## config.mk

```make
export PLATFORM = sky130hd
export DESIGN_NAME = trig_pkt_fmt
export DESIGN_NICKNAME = d
export VERILOG_FILES = /design/src/rtl/trig_pkt_pkg.sv /design/src/rtl/trig_bitmap_pack.sv /design/src/rtl/trig_field_latch.sv /design/src/rtl/trig_word_seq.sv /design/src/rtl/trig_pkt_fmt.sv
export SDC_FILE = /design/constraint.sdc
export NUM_CORES = 1
export LEC_CHECK = 0
export CAP_MARGIN = 5
export CORE_ASPECT_RATIO = 1.5
export CORE_MARGIN = 2
export CORE_UTILIZATION = 55
export DETAILED_ROUTE_END_ITERATION = 7
export DONT_BUFFER_PORTS = 1
export PLACE_DENSITY = 0.67
export SYNTH_ARGS = -nofsm -noshare
export SYNTH_HDL_FRONTEND = slang
export SYNTH_SLANG_ARGS = --single-unit
```

## constraint.sdc

```tcl
create_clock -name clk -period 7.8 [get_ports clk]
set_input_delay 1.56 -clock clk [delete_from_list [all_inputs] [get_ports clk]]
set_output_delay 1.56 -clock clk [all_outputs]
set_load 0.1 [all_outputs]
```

## src/rtl/trig_pkt_pkg.sv

```systemverilog
package trig_pkt_pkg;

    typedef enum logic [2:0] {
        ST_IDLE = 3'd0,
        ST_SEQ  = 3'd1,
        ST_HDR  = 3'd2,
        ST_BODY = 3'd3,
        ST_FTR  = 3'd4
    } fmt_state_t;

    localparam int TAG_W     = 4;
    localparam logic [TAG_W-1:0] TAG_HEAD = 4'h8;
    localparam logic [TAG_W-1:0] TAG_TAIL = 4'h9;

    // body word slots, in stream order
    localparam int SLOT_TS    = 0;
    localparam int SLOT_ACC   = 1;
    localparam int SLOT_IN    = 2;
    localparam int SLOT_PULS  = 3;
    localparam int SLOT_BMAP  = 4;
    localparam int SLOT_NIM   = 5;
    localparam int SLOT_ESATA = 6;
    localparam int BODY_WORDS = 7;
    localparam int PKT_WORDS  = BODY_WORDS + 3;

endpackage

```

## src/rtl/trig_bitmap_pack.sv

```systemverilog
module trig_bitmap_pack #(
    parameter int COINC_W   = 16,
    parameter int MULT_W    = 16,
    parameter int MULT_KEEP = 8,
    localparam int FLAG_W   = 8,
    localparam int BMAP_W   = FLAG_W + COINC_W + MULT_KEEP
) (
    input  logic               or_adc16,
    input  logic               or_adc32,
    input  logic               or_adc,
    input  logic               or_esata_nim,
    input  logic               coinc_top,
    input  logic               coinc_bot,
    input  logic               coinc_all,
    input  logic [COINC_W-1:0] coinc_bits,
    input  logic [MULT_W-1:0]  mult,
    output logic [BMAP_W-1:0]  bitmap
);

    logic [FLAG_W-1:0] flags;

    // flag positions are decoded downstream; bit 7 is reserved as zero
    always_comb begin
        flags    = '0;
        flags[0] = or_adc16;
        flags[1] = or_adc32;
        flags[2] = or_adc;
        flags[3] = or_esata_nim;
        flags[4] = coinc_top;
        flags[5] = coinc_bot;
        flags[6] = coinc_all;
    end

    assign bitmap = {mult[MULT_KEEP-1:0], coinc_bits, flags};

endmodule

```

## src/rtl/trig_field_latch.sv

```systemverilog
module trig_field_latch #(
    parameter int WORD_W = 32,
    parameter int N      = 7
) (
    input  logic                clk,
    input  logic                rst_n,
    input  logic                cap_en,
    input  logic [N*WORD_W-1:0] fields_in,
    output logic [N*WORD_W-1:0] fields_q
);

    for (genvar g = 0; g < N; g++) begin : g_slot
        logic [WORD_W-1:0] slot_q;

        always_ff @(posedge clk) begin
            if (!rst_n) begin
                slot_q <= '0;
            end else if (cap_en) begin
                slot_q <= fields_in[g*WORD_W +: WORD_W];
            end
        end

        assign fields_q[g*WORD_W +: WORD_W] = slot_q;
    end

endmodule

```

## src/rtl/trig_word_seq.sv

```systemverilog
module trig_word_seq
    import trig_pkt_pkg::*;
#(
    parameter int WORD_W = 32,
    parameter int SEQ_W  = 32,
    localparam int CNT_W = WORD_W - TAG_W,
    localparam int IDX_W = $clog2(BODY_WORDS)
) (
    input  logic                         clk,
    input  logic                         rst_n,
    input  logic                         trig_accept,
    input  logic                         udp_enable,
    input  logic [BODY_WORDS*WORD_W-1:0] body_q,
    output logic                         cap_en,
    output logic                         out_valid,
    input  logic                         out_ready,
    output logic [WORD_W-1:0]            out_data,
    output logic                         out_last
);

    fmt_state_t       state_q, state_d;
    logic [IDX_W-1:0] idx_q;
    logic [SEQ_W-1:0] seq_q;
    logic             xfer;
    logic             body_end;
    logic [CNT_W-1:0] tag_cnt;

    assign xfer     = out_valid && out_ready;
    assign body_end = (idx_q == IDX_W'(BODY_WORDS - 1));
    assign tag_cnt  = body_q[SLOT_ACC*WORD_W +: CNT_W];
    assign cap_en   = (state_q == ST_IDLE) && trig_accept && udp_enable;

    // next-state logic
    always_comb begin
        state_d = state_q;
        unique case (state_q)
            ST_IDLE: if (trig_accept && udp_enable) state_d = ST_SEQ;
            ST_SEQ:  if (out_ready)                 state_d = ST_HDR;
            ST_HDR:  if (out_ready)                 state_d = ST_BODY;
            ST_BODY: if (out_ready && body_end)     state_d = ST_FTR;
            ST_FTR:  if (out_ready)                 state_d = ST_IDLE;
            default:                                state_d = ST_IDLE;
        endcase
    end

    // state register
    always_ff @(posedge clk) begin
        if (!rst_n) begin
            state_q <= ST_IDLE;
        end else begin
            state_q <= state_d;
        end
    end

    // body word index and sequence number
    always_ff @(posedge clk) begin
        if (!rst_n) begin
            idx_q <= '0;
            seq_q <= '0;
        end else begin
            if (state_q == ST_HDR) begin
                idx_q <= '0;
            end else if (state_q == ST_BODY && xfer && !body_end) begin
                idx_q <= idx_q + 1'b1;
            end
            if (state_q == ST_FTR && xfer) begin
                seq_q <= seq_q + 1'b1;
            end
        end
    end

    // outputs
    always_comb begin
        out_valid = 1'b0;
        out_last  = 1'b0;
        out_data  = '0;
        unique case (state_q)
            ST_IDLE: ;
            ST_SEQ: begin
                out_valid = 1'b1;
                out_data  = WORD_W'(seq_q);
            end
            ST_HDR: begin
                out_valid = 1'b1;
                out_data  = {TAG_HEAD, tag_cnt};
            end
            ST_BODY: begin
                out_valid = 1'b1;
                out_data  = body_q[idx_q*WORD_W +: WORD_W];
            end
            ST_FTR: begin
                out_valid = 1'b1;
                out_last  = 1'b1;
                out_data  = {TAG_TAIL, tag_cnt};
            end
            default: ;
        endcase
    end

endmodule

```

## src/rtl/trig_pkt_fmt.sv

```systemverilog
module trig_pkt_fmt
    import trig_pkt_pkg::*;
#(
    parameter int WORD_W    = 32,
    parameter int SEQ_W     = 32,
    parameter int COINC_W   = 16,
    parameter int MULT_W    = 16,
    parameter int MULT_KEEP = 8,
    parameter int ADC_N     = 16,
    localparam int EDGE_W   = 2 * ADC_N,
    localparam int BMAP_W   = 8 + COINC_W + MULT_KEEP
) (
    input  logic               clk,
    input  logic               rst_n,
    input  logic               trig_accept,
    input  logic               udp_enable,
    input  logic [WORD_W-1:0]  trig_ts,
    input  logic [WORD_W-1:0]  cnt_accepted,
    input  logic [WORD_W-1:0]  cnt_input,
    input  logic [WORD_W-1:0]  cnt_pulser,
    input  logic               or_adc16,
    input  logic               or_adc32,
    input  logic               or_adc,
    input  logic               or_esata_nim,
    input  logic               coinc_top,
    input  logic               coinc_bot,
    input  logic               coinc_all,
    input  logic [COINC_W-1:0] coinc_bits,
    input  logic [MULT_W-1:0]  mult,
    input  logic [EDGE_W-1:0]  nim_bits,
    input  logic [EDGE_W-1:0]  esata_bits,
    output logic               out_valid,
    input  logic               out_ready,
    output logic [WORD_W-1:0]  out_data,
    output logic               out_last
);

    logic [BMAP_W-1:0]            bitmap;
    logic [BODY_WORDS*WORD_W-1:0] body_in;
    logic [BODY_WORDS*WORD_W-1:0] body_q;
    logic                         cap_en;

    trig_bitmap_pack #(
        .COINC_W  (COINC_W),
        .MULT_W   (MULT_W),
        .MULT_KEEP(MULT_KEEP)
    ) bmap_i (
        .or_adc16    (or_adc16),
        .or_adc32    (or_adc32),
        .or_adc      (or_adc),
        .or_esata_nim(or_esata_nim),
        .coinc_top   (coinc_top),
        .coinc_bot   (coinc_bot),
        .coinc_all   (coinc_all),
        .coinc_bits  (coinc_bits),
        .mult        (mult),
        .bitmap      (bitmap)
    );

    always_comb begin
        body_in = '0;
        body_in[SLOT_TS*WORD_W    +: WORD_W] = trig_ts;
        body_in[SLOT_ACC*WORD_W   +: WORD_W] = cnt_accepted;
        body_in[SLOT_IN*WORD_W    +: WORD_W] = cnt_input;
        body_in[SLOT_PULS*WORD_W  +: WORD_W] = cnt_pulser;
        body_in[SLOT_BMAP*WORD_W  +: WORD_W] = WORD_W'(bitmap);
        body_in[SLOT_NIM*WORD_W   +: WORD_W] = WORD_W'(nim_bits);
        body_in[SLOT_ESATA*WORD_W +: WORD_W] = WORD_W'(esata_bits);
    end

    trig_field_latch #(
        .WORD_W(WORD_W),
        .N     (BODY_WORDS)
    ) latch_i (
        .clk      (clk),
        .rst_n    (rst_n),
        .cap_en   (cap_en),
        .fields_in(body_in),
        .fields_q (body_q)
    );

    trig_word_seq #(
        .WORD_W(WORD_W),
        .SEQ_W (SEQ_W)
    ) seq_i (
        .clk        (clk),
        .rst_n      (rst_n),
        .trig_accept(trig_accept),
        .udp_enable (udp_enable),
        .body_q     (body_q),
        .cap_en     (cap_en),
        .out_valid  (out_valid),
        .out_ready  (out_ready),
        .out_data   (out_data),
        .out_last   (out_last)
    );

endmodule

```

# Word level (Yosys, flattened, before mapping)
# Cells that the tools add are included.
[totals]
ff_bits = 261
input_bits = 236
output_inout_bits = 34
elab_cells = 46
[classes]
n_addsub = 2
eq_ne = 10
shift = 1
n_mux = 9
bitwise_logic = 1
reduce_logical = 13
[ops]
columns = ["op", "count"]
rows = [
  ["$shiftx A224 B9 Y32", 1],
  ["$pmux W32 S4", 1],
  ["$add A32 B1 Y32 const B", 1],
  ["$mux W3", 5],
  ["$pmux W3 S5", 1],
  ["$logic_and A1 B1 Y1", 8],
  ["$ne A2 B2 Y1 const B", 4],
  ["$eq A3 B2 Y1 const B", 2],
  ["$eq A3 B3 Y1 const B", 2],
  ["$reduce_and A5 Y1", 1],
  ["$reduce_or A4 Y1", 1],
  ["$add A3 B1 Y3 const B", 1],
  ["$eq A3 B1 Y1 const B", 1],
  ["$logic_not A3 Y1", 1],
  ["$mux W1", 2],
  ["$ne A2 B1 Y1 const B", 1],
  ["$reduce_or A2 Y1", 1],
  ["$logic_not A1 Y1", 1],
  ["$not A1 Y1", 1],
]

# Depth between registers and ports, before layout
# Gate-level depths: netlist of run 1.
[logic_depth]
depth_word = 6
depth_mapped = 9
ltp_nobuf = 6

# Cells and area by module
# Synthesis of run 1 repeated with hierarchy kept, for this count alone.
[hier_totals]
hier_cells = 1257
area_unflattened_um2 = 13150.1
[modules_own_cells]
columns = ["mod", "instances", "cells_per_inst", "area_per_inst_um2", "seq_area_each_um2"]
rows = [
  ["trig_field_latch", 1, 722, 8544.4, 4484.3],
  ["trig_word_seq", 1, 502, 4361.7, 760.7],
  ["trig_bitmap_pack", 1, 33, 244.0, 0.0],
]

# Least setup slack after synthesis of run 1
# OpenSTA, ideal clock, no wires.
[synth_timing]
kind = "register to output"
start = "reg seq_i.state_q[0]"
end = "out out_data[7]"
t_arrival_ns = 3.789
required_time_ns = 6.240
slack_ns = 2.451
stages_incl_launch_ff = 8
path_buffers = 3
path_cell_list = "dfxtp_1 -> buf_2 -> or3b_1 -> buf_2 -> clkinv_1 -> clkbuf_1 -> a21oi_1 -> a31oi_1"
[synth_between]
elab_chain_len = 2
word_cells_on_any_way = 5
cone_classes = "eq/ne: 4; mux: 1"
[synth_lines]
columns = ["element", "line_no", "text"]
rows = [
  ["start, declared", "trig_word_seq.sv:21", "fmt_state_t state_q, state_d;"],
  ["start signal, assigned", "trig_word_seq.sv:51", "state_q <= state_d;"],
  ["$eq A3 B3 Y1 (tied with other cells)", "trig_word_seq.sv:77", "unique case (state_q)"],
  ["$pmux W32 S4 *", "trig_word_seq.sv:77", ""],
  ["end, declared", "trig_pkt_fmt.sv:34", "output logic [WORD_W-1:0] out_data,"],
]
# Mark *: on every way between the ends. The rest lies on a longest branch, timed or not.

# Worst setup path in the final report of run 1
[layout_timing]
start = "reg seq_i.state_q[2]"
end = "out out_data[23]"
# The elaborated chain is that of the path after synthesis.

==> metrics.csv, run 1 <==
metric;value;unit
Ports;270;
Worst path top cell family by delay;buffers and inverters;
max cap viols;0;
Design Area, Final;12780;um2
setup slack after layout;2754;ps
EDFF count, synth;0;
via count;10180;
crit path capture type;primary output;
Mapped Nets;1725;
Clock Latency Late Sink;540;ps
Fmax achieved;0.1982;GHz
initial core utilization;0.5627;
Pwr Density;228.2;nW/um2
main flop type after synthesis;dfxtp_1;
Area after DPL;11930;um2
CTS root buf;clkbuf_16;
Slew HR;0.1903;
grt total ovfl;0;
flops & latches, synth;261;
maximum VDD drop;0.1894;mV
met2 usage;0.4680;
area grow syn2layout;7.371;%
crit path time final;5046;ps
kind of critical path;flop to primary output;
CTS Buffer Depth;3;
number of cell rows;65;
vias in the first global route;9448;
CP max-delay cell;inv_2;
Avg Inst Size Synth;8.007;um2
FF/Latch Area;5231;um2
slowest stage delay, CP;880;ps
top cell type's share of synthesized area;0.4391;
Routed Antenna Nets;0;
Syn Std Cell Area;11900;um2
Clock Pin Slew Worst Setup and Hold Paths;60;ps
Die Y;184.1;um
DRC Markers;0;
synth cell count leaders;nand2_1, dfxtp_1, a21oi_1, clkbuf_1, nor2_1;
unrepaired setup endpoints after global routing;no;
Post-Synth XOR/XNOR Area;0.005889;
yosys warns;0;
Most Used Layer, Global Route;met2;
CTS tree;built;
top cells by area, synth;dfxtp_1, nand2_1, a21oi_1;
Compound-Gate Fraction of Synth Area;0.2013;
Core Area;21150;um2
H-tree depth;1;
most common cell in the netlist;nand2_1;
Nets;1639;
Final Wtd Congestion;0.9054;
Synth area leader;dfxtp_1;
Worst-Margin Slew;1209;ps
dpl ws;3311;ps
Critical Path RT;6240;ps
share of layout cells above drive strength 1;0.09675;
largest net degree at the start of global routing;151;
post-DR wirelength/cell;20.24;um
# fillers;2017;
Routed WL;34100;um
initial antenna violation count;1;
die span in x;124.1;um
I/O Buffers;0;
# hold bufs at CTS;0;
Simple-Gate Fraction of Synth Area;0.2082;
Synth Area in Adders;0.003155;
clk_skew;19.35;ps
Synth cell types;50;
met3 usage;0.05724;
multiplexer share of the synthesized area;0.09674;
met1 Track Usage GR;0.3776;
setup_tns;0;ps
Async SR Flop Fraction;0;
CTS buffer count;25;
post-cts resize count;0;
setup repair bufs after CTS;0;
sequential fraction of the synthesis area;0.4391;
Syn Inst Count;1486;
outcome;complete, no violations;
worst path cell trace;buf_4 > or3b_1 > inv_2 > a211o_1;
1st-iter DRT viols;815;
# clock sinks;261;
final slew viol count;0;
Crit path arrival time;3490;ps
Hold Vio Cnt, Final;0;
die area;22850;um2
Setup Viol. Count Final;0;
DRT Pass-1 Iters;5;
largest family of logic cells by synthesized area;simple AND/OR/NAND/NOR gates;
first-pass GRT wire length;51370;um
CP Launch Type;flop;
Total GRT Usage;0.2902;
CP bufs+invs;2;
period utilization;0.6469;
Hold Path Class;flop to flop;
Vias/cell;6.040;
worst-path maximum fanout;35;
hpwl dp;23800;um
leakage dissipation;4.342;nW
area occupied by multi-input gates;6191;um2
-- worst min-delay path: stages (launching register included) --
cell,delay [ps]
dfxtp_1,300
nand2_1,50
a21oi_1,50
-- state kept, by name, summed over array words and instances, names as in the netlist --
register               flops
latch_i.g_slot.slot_q    223
seq_i.seq_q               32
seq_i.state_q              3
seq_i.idx_q                3
-- cells in the final DEF, fill, tap and decap left out, types with 4 or more instances in the layout --
master / instances
a21oi_1: 252
xnor2_1: 4
and4_1: 4
nand2_1: 462
o2bb2ai_1: 7
xor2_1: 4
a22oi_1: 51
o21ai_0: 9
mux2_2: 24
dfxtp_1: 258
mux2i_1: 16
mux4_2: 32
clkbuf_8: 5
clkinv_2: 7
nor2_1: 59
a211oi_1: 26
o21ai_2: 6
buf_4: 17
nand4_1: 8
or3_1: 8
inv_1: 8
a211o_1: 25
or4_1: 17
nor2b_2: 4
o31ai_1: 14
nand3_1: 14
clkbuf_16: 25
-- path summary, 6_finish.rpt --
check,from,end,slack (ps),depth (start not counted)
worst max-delay path,seq_i.state_q[2],out_data[23],2750,4
worst min-delay path,latch_i.g_slot[2].slot_q[22],latch_i.g_slot[2].slot_q[22],450,2
worst max register to register,seq_i.state_q[0],latch_i.g_slot[4].slot_q[4],4610,5
worst min register to register,latch_i.g_slot[2].slot_q[22],latch_i.g_slot[2].slot_q[22],450,2
-- kinds of logic after synthesis --
logic type      Yosys count
compound gates          402
xor+xnor                  8
fa+ha+maj                 3
buf+inv                 141
flops                   261
mux                      72
simple gates            599
-- routing by layer --
metal	vias to the layer above	part of all wire	wire length, um
met4	0	0.041	1413
met5	-	0	0
li1	4971	-	-
met3	63	0.077	2639
met1	4800	0.41	14020
met2	344	0.47	16030
-- where the power goes --
group          total [mW]  switching (mW)  leakage, nW  internal [mW]
registers            1.43          0.0373         2.13           1.39
logic               0.232           0.162         1.80         0.0700
clock network        1.26           0.526        0.420          0.732
total                2.92           0.725         4.34           2.19
-- metrics by stage --
step / hold slack (ps) / instances / total power [mW] / utilization
finish: 452.6 / 1685 / 2.915 / 0.6042
global route: 466.2 / 1685 / 3.010 / 0.6042
CTS: 454.1 / 1684 / 2.930 / 0.6041
detailed placement: 445.3 / 1641 / 1.688 / 0.5644
global placement: 439.8 / 1641 / 1.681 / 0.5644
floorplan: 432.9 / 1486 / 1.627 / -
-- cell type report --
cell class | count | share of cell area
Multi-Input combinational cell | 1084 | 0.4846
Sequential cell | 261 | 0.4095
Clock buffer | 31 | 0.05465
Tap cell | 268 | 0.02625
Clock inverter | 12 | 0.01107
Timing Repair Buffer | 17 | 0.009989
Inverter | 11 | 0.003819
Antenna cell | 1 | 0.0001959
(Power assumes the default switching activity.)
==> run 2: changes to the inputs <==
PLACE_DENSITY = 0.7   (was 0.67)
clock period = 4.15 ns   (was 7.8 ns; I/O delays follow)
==> run 2 against run 1 <==
Against the previous run: flip-flop and latch count unchanged; utilization up 1.8 points; largest cell class unchanged; non-clock buffer count up 36; cell count up 1.9%; via count up 2.5%; die area unchanged; worst setup slack worse by 2500 ps; global-route usage up 0.76 points; register-to-register slack worse by 3100 ps; clock skew up 5.0 ps; routed wire length up 1.7%; final area up 3.0%.
==> metrics.csv, run 2 (synthesis results as in run 1) <==
metric;value;unit
1st-iter DRT viols;740;
Clock Latency Late Sink;540;ps
max cap viols;0;
Pwr Density;401.2;nW/um2
Nets;1675;
setup_tns;0;ps
period utilization;0.9446;
Levels on crit path;6;
hpwl dp;24700;um
Most flops, register;latch_i.g_slot.slot_q;
Ports;270;
CTS Buffer Depth;3;
die span in x;124.1;um
Worst-Margin Slew;829.2;ps
clock power share;0.405;
CTS tree;built;
number of flip-flops in the largest register;223;
DRT Pass-1 Iters;5;
CP bufs+invs;2;
Fmax achieved;0.2551;GHz
initial antenna violation count;0;
most frequent cells in the layout;nand2_1, dfxtp_1, a21oi_1, nor2_1, a22oi_1;
Die Y;184.1;um
die area;22850;um2
Routed Antenna Nets;0;
post-cts resize count;0;
Seq pwr share;0.508;
slowest stage delay, CP;710;ps
commonest non-fill, non-tap cell in the layout;nand2_1;
outcome;complete, no violations;
CP max-delay cell;dfxtp_4;
H-tree depth;1;
I/O Buffers;0;
# hold bufs at CTS;0;
Setup Viol. Count Final;0;
Routed WL;34690;um
Vias/cell;6.079;
via count;10440;
worst path cell trace;nor2b_2 > buf_4 > a22oi_1 > a211oi_1 > a211o_1 > buf_4;
crit path time final;3920;ps
final slew viol count;0;
Largest regs;latch_i.g_slot.slot_q: 223 flops, seq_i.seq_q: 32 flops;
hold path cells;2;
Hold Vio Cnt, Final;0;
Hold Path Class;input port to flop;
CP Launch Type;flop;
largest net degree at the start of global routing;191;
unrepaired setup endpoints after global routing;no;
leakage dissipation;4.534;nW
Crit path arrival time;3090;ps
crit path capture type;primary output;
Int Pwr;3.936;mW
# clock sinks;261;
DRC Markers;0;
CTS root buf;clkbuf_16;
Logic pwr share;0.087;
vias in the first global route;9822;
switching power;1.344;mW
setup repair bufs after CTS;0;
CP most frequent cell;buf_4;
Core Area;21150;um2
post-DR wirelength/cell;20.20;um
Worst path top cell family by delay;compound AO/OA/AOI/OAI gates;
share of layout cells above drive strength 1;0.1139;
n_diodes;0;
worst-path maximum fanout;36;
CTS buffer count;25;
kind of critical path;flop to primary output;
clk_skew;24.35;ps
area grow syn2layout;10.58;%
Clock Pin Slew Worst Setup and Hold Paths;70;ps
R2R depth;5;
Slew HR;0.4472;
Total GRT Usage;0.2977;
Final Wtd Congestion;0.9162;
total power;5.279;mW
maximum VDD drop;0.3932;mV
first-pass GRT wire length;52910;um
grt total ovfl;0;
initial core utilization;0.5627;
FF-to-FF setup slack;1510;ps
number of cell rows;65;
Critical Path RT;3320;ps
Net Sw Frac;0.2545;
run 2: path summary, 6_finish.rpt:
path	from	endpoint
hold reg to reg	latch_i.g_slot[4].slot_q[16]	latch_i.g_slot[4].slot_q[16]
setup reg to reg	seq_i.state_q[1]	latch_i.g_slot[4].slot_q[31]
setup / recovery	seq_i.idx_q[1]	out_data[11]
hold / removal	esata_bits[6]	latch_i.g_slot[6].slot_q[6]
run 2: through the flow:
step | worst slack (ps) | hold slack, ps | utilization | area, um2 | instances
floorplan | 64.79 | 432.9 | - | 11910 | 1486
global placement | 871.3 | 439.7 | 0.5871 | 12410 | 1677
detailed placement | 857.3 | 446.1 | 0.5871 | 12410 | 1677
CTS | 269.5 | 410.9 | 0.6222 | 13160 | 1717
global route | 141.8 | 412.6 | 0.6222 | 13160 | 1717
finish | 230.0 | 418.3 | 0.6222 | 13160 | 1717
run 2: cell type report:
cell class / count / area [um2]
clock inverter: 5 / 40.04
fill: 1909 / 7988
inverter: 11 / 46.29
timing repair buffer: 53 / 610.6
clock buffer: 35 / 703.2
multi-input combinational: 1084 / 6191
tap: 268 / 335.3
sequential: 261 / 5231
run 2: power by group through the flow:
stage	combinational [mW]	clock, mW	sequential, mW
2_1_floorplan	0.352	0	2.71
3_3_place_gp	0.448	0	2.73
3_5_place_dp	0.458	0	2.73
4_1_cts	0.459	2.17	2.68
5_1_grt	0.504	2.27	2.69
6_report	0.460	2.14	2.68
run 2: worst reg2reg max path, stage by stage (launching register included):
cell	delay, ps
dfxtp_1	700
nand4bb_1	360
nand2b_4	720
buf_4	500
nand2_1	110
a21oi_1	180
run 2: layer usage:
metal | up-vias | track usage | part of all wire
li1 | 5047 | - | -
met1 | 4906 | 0.3808 | 0.40
met2 | 401 | 0.4717 | 0.46
met3 | 83 | 0.06002 | 0.082
met4 | 0 | 0.1542 | 0.057
met5 | - | 0 | 0
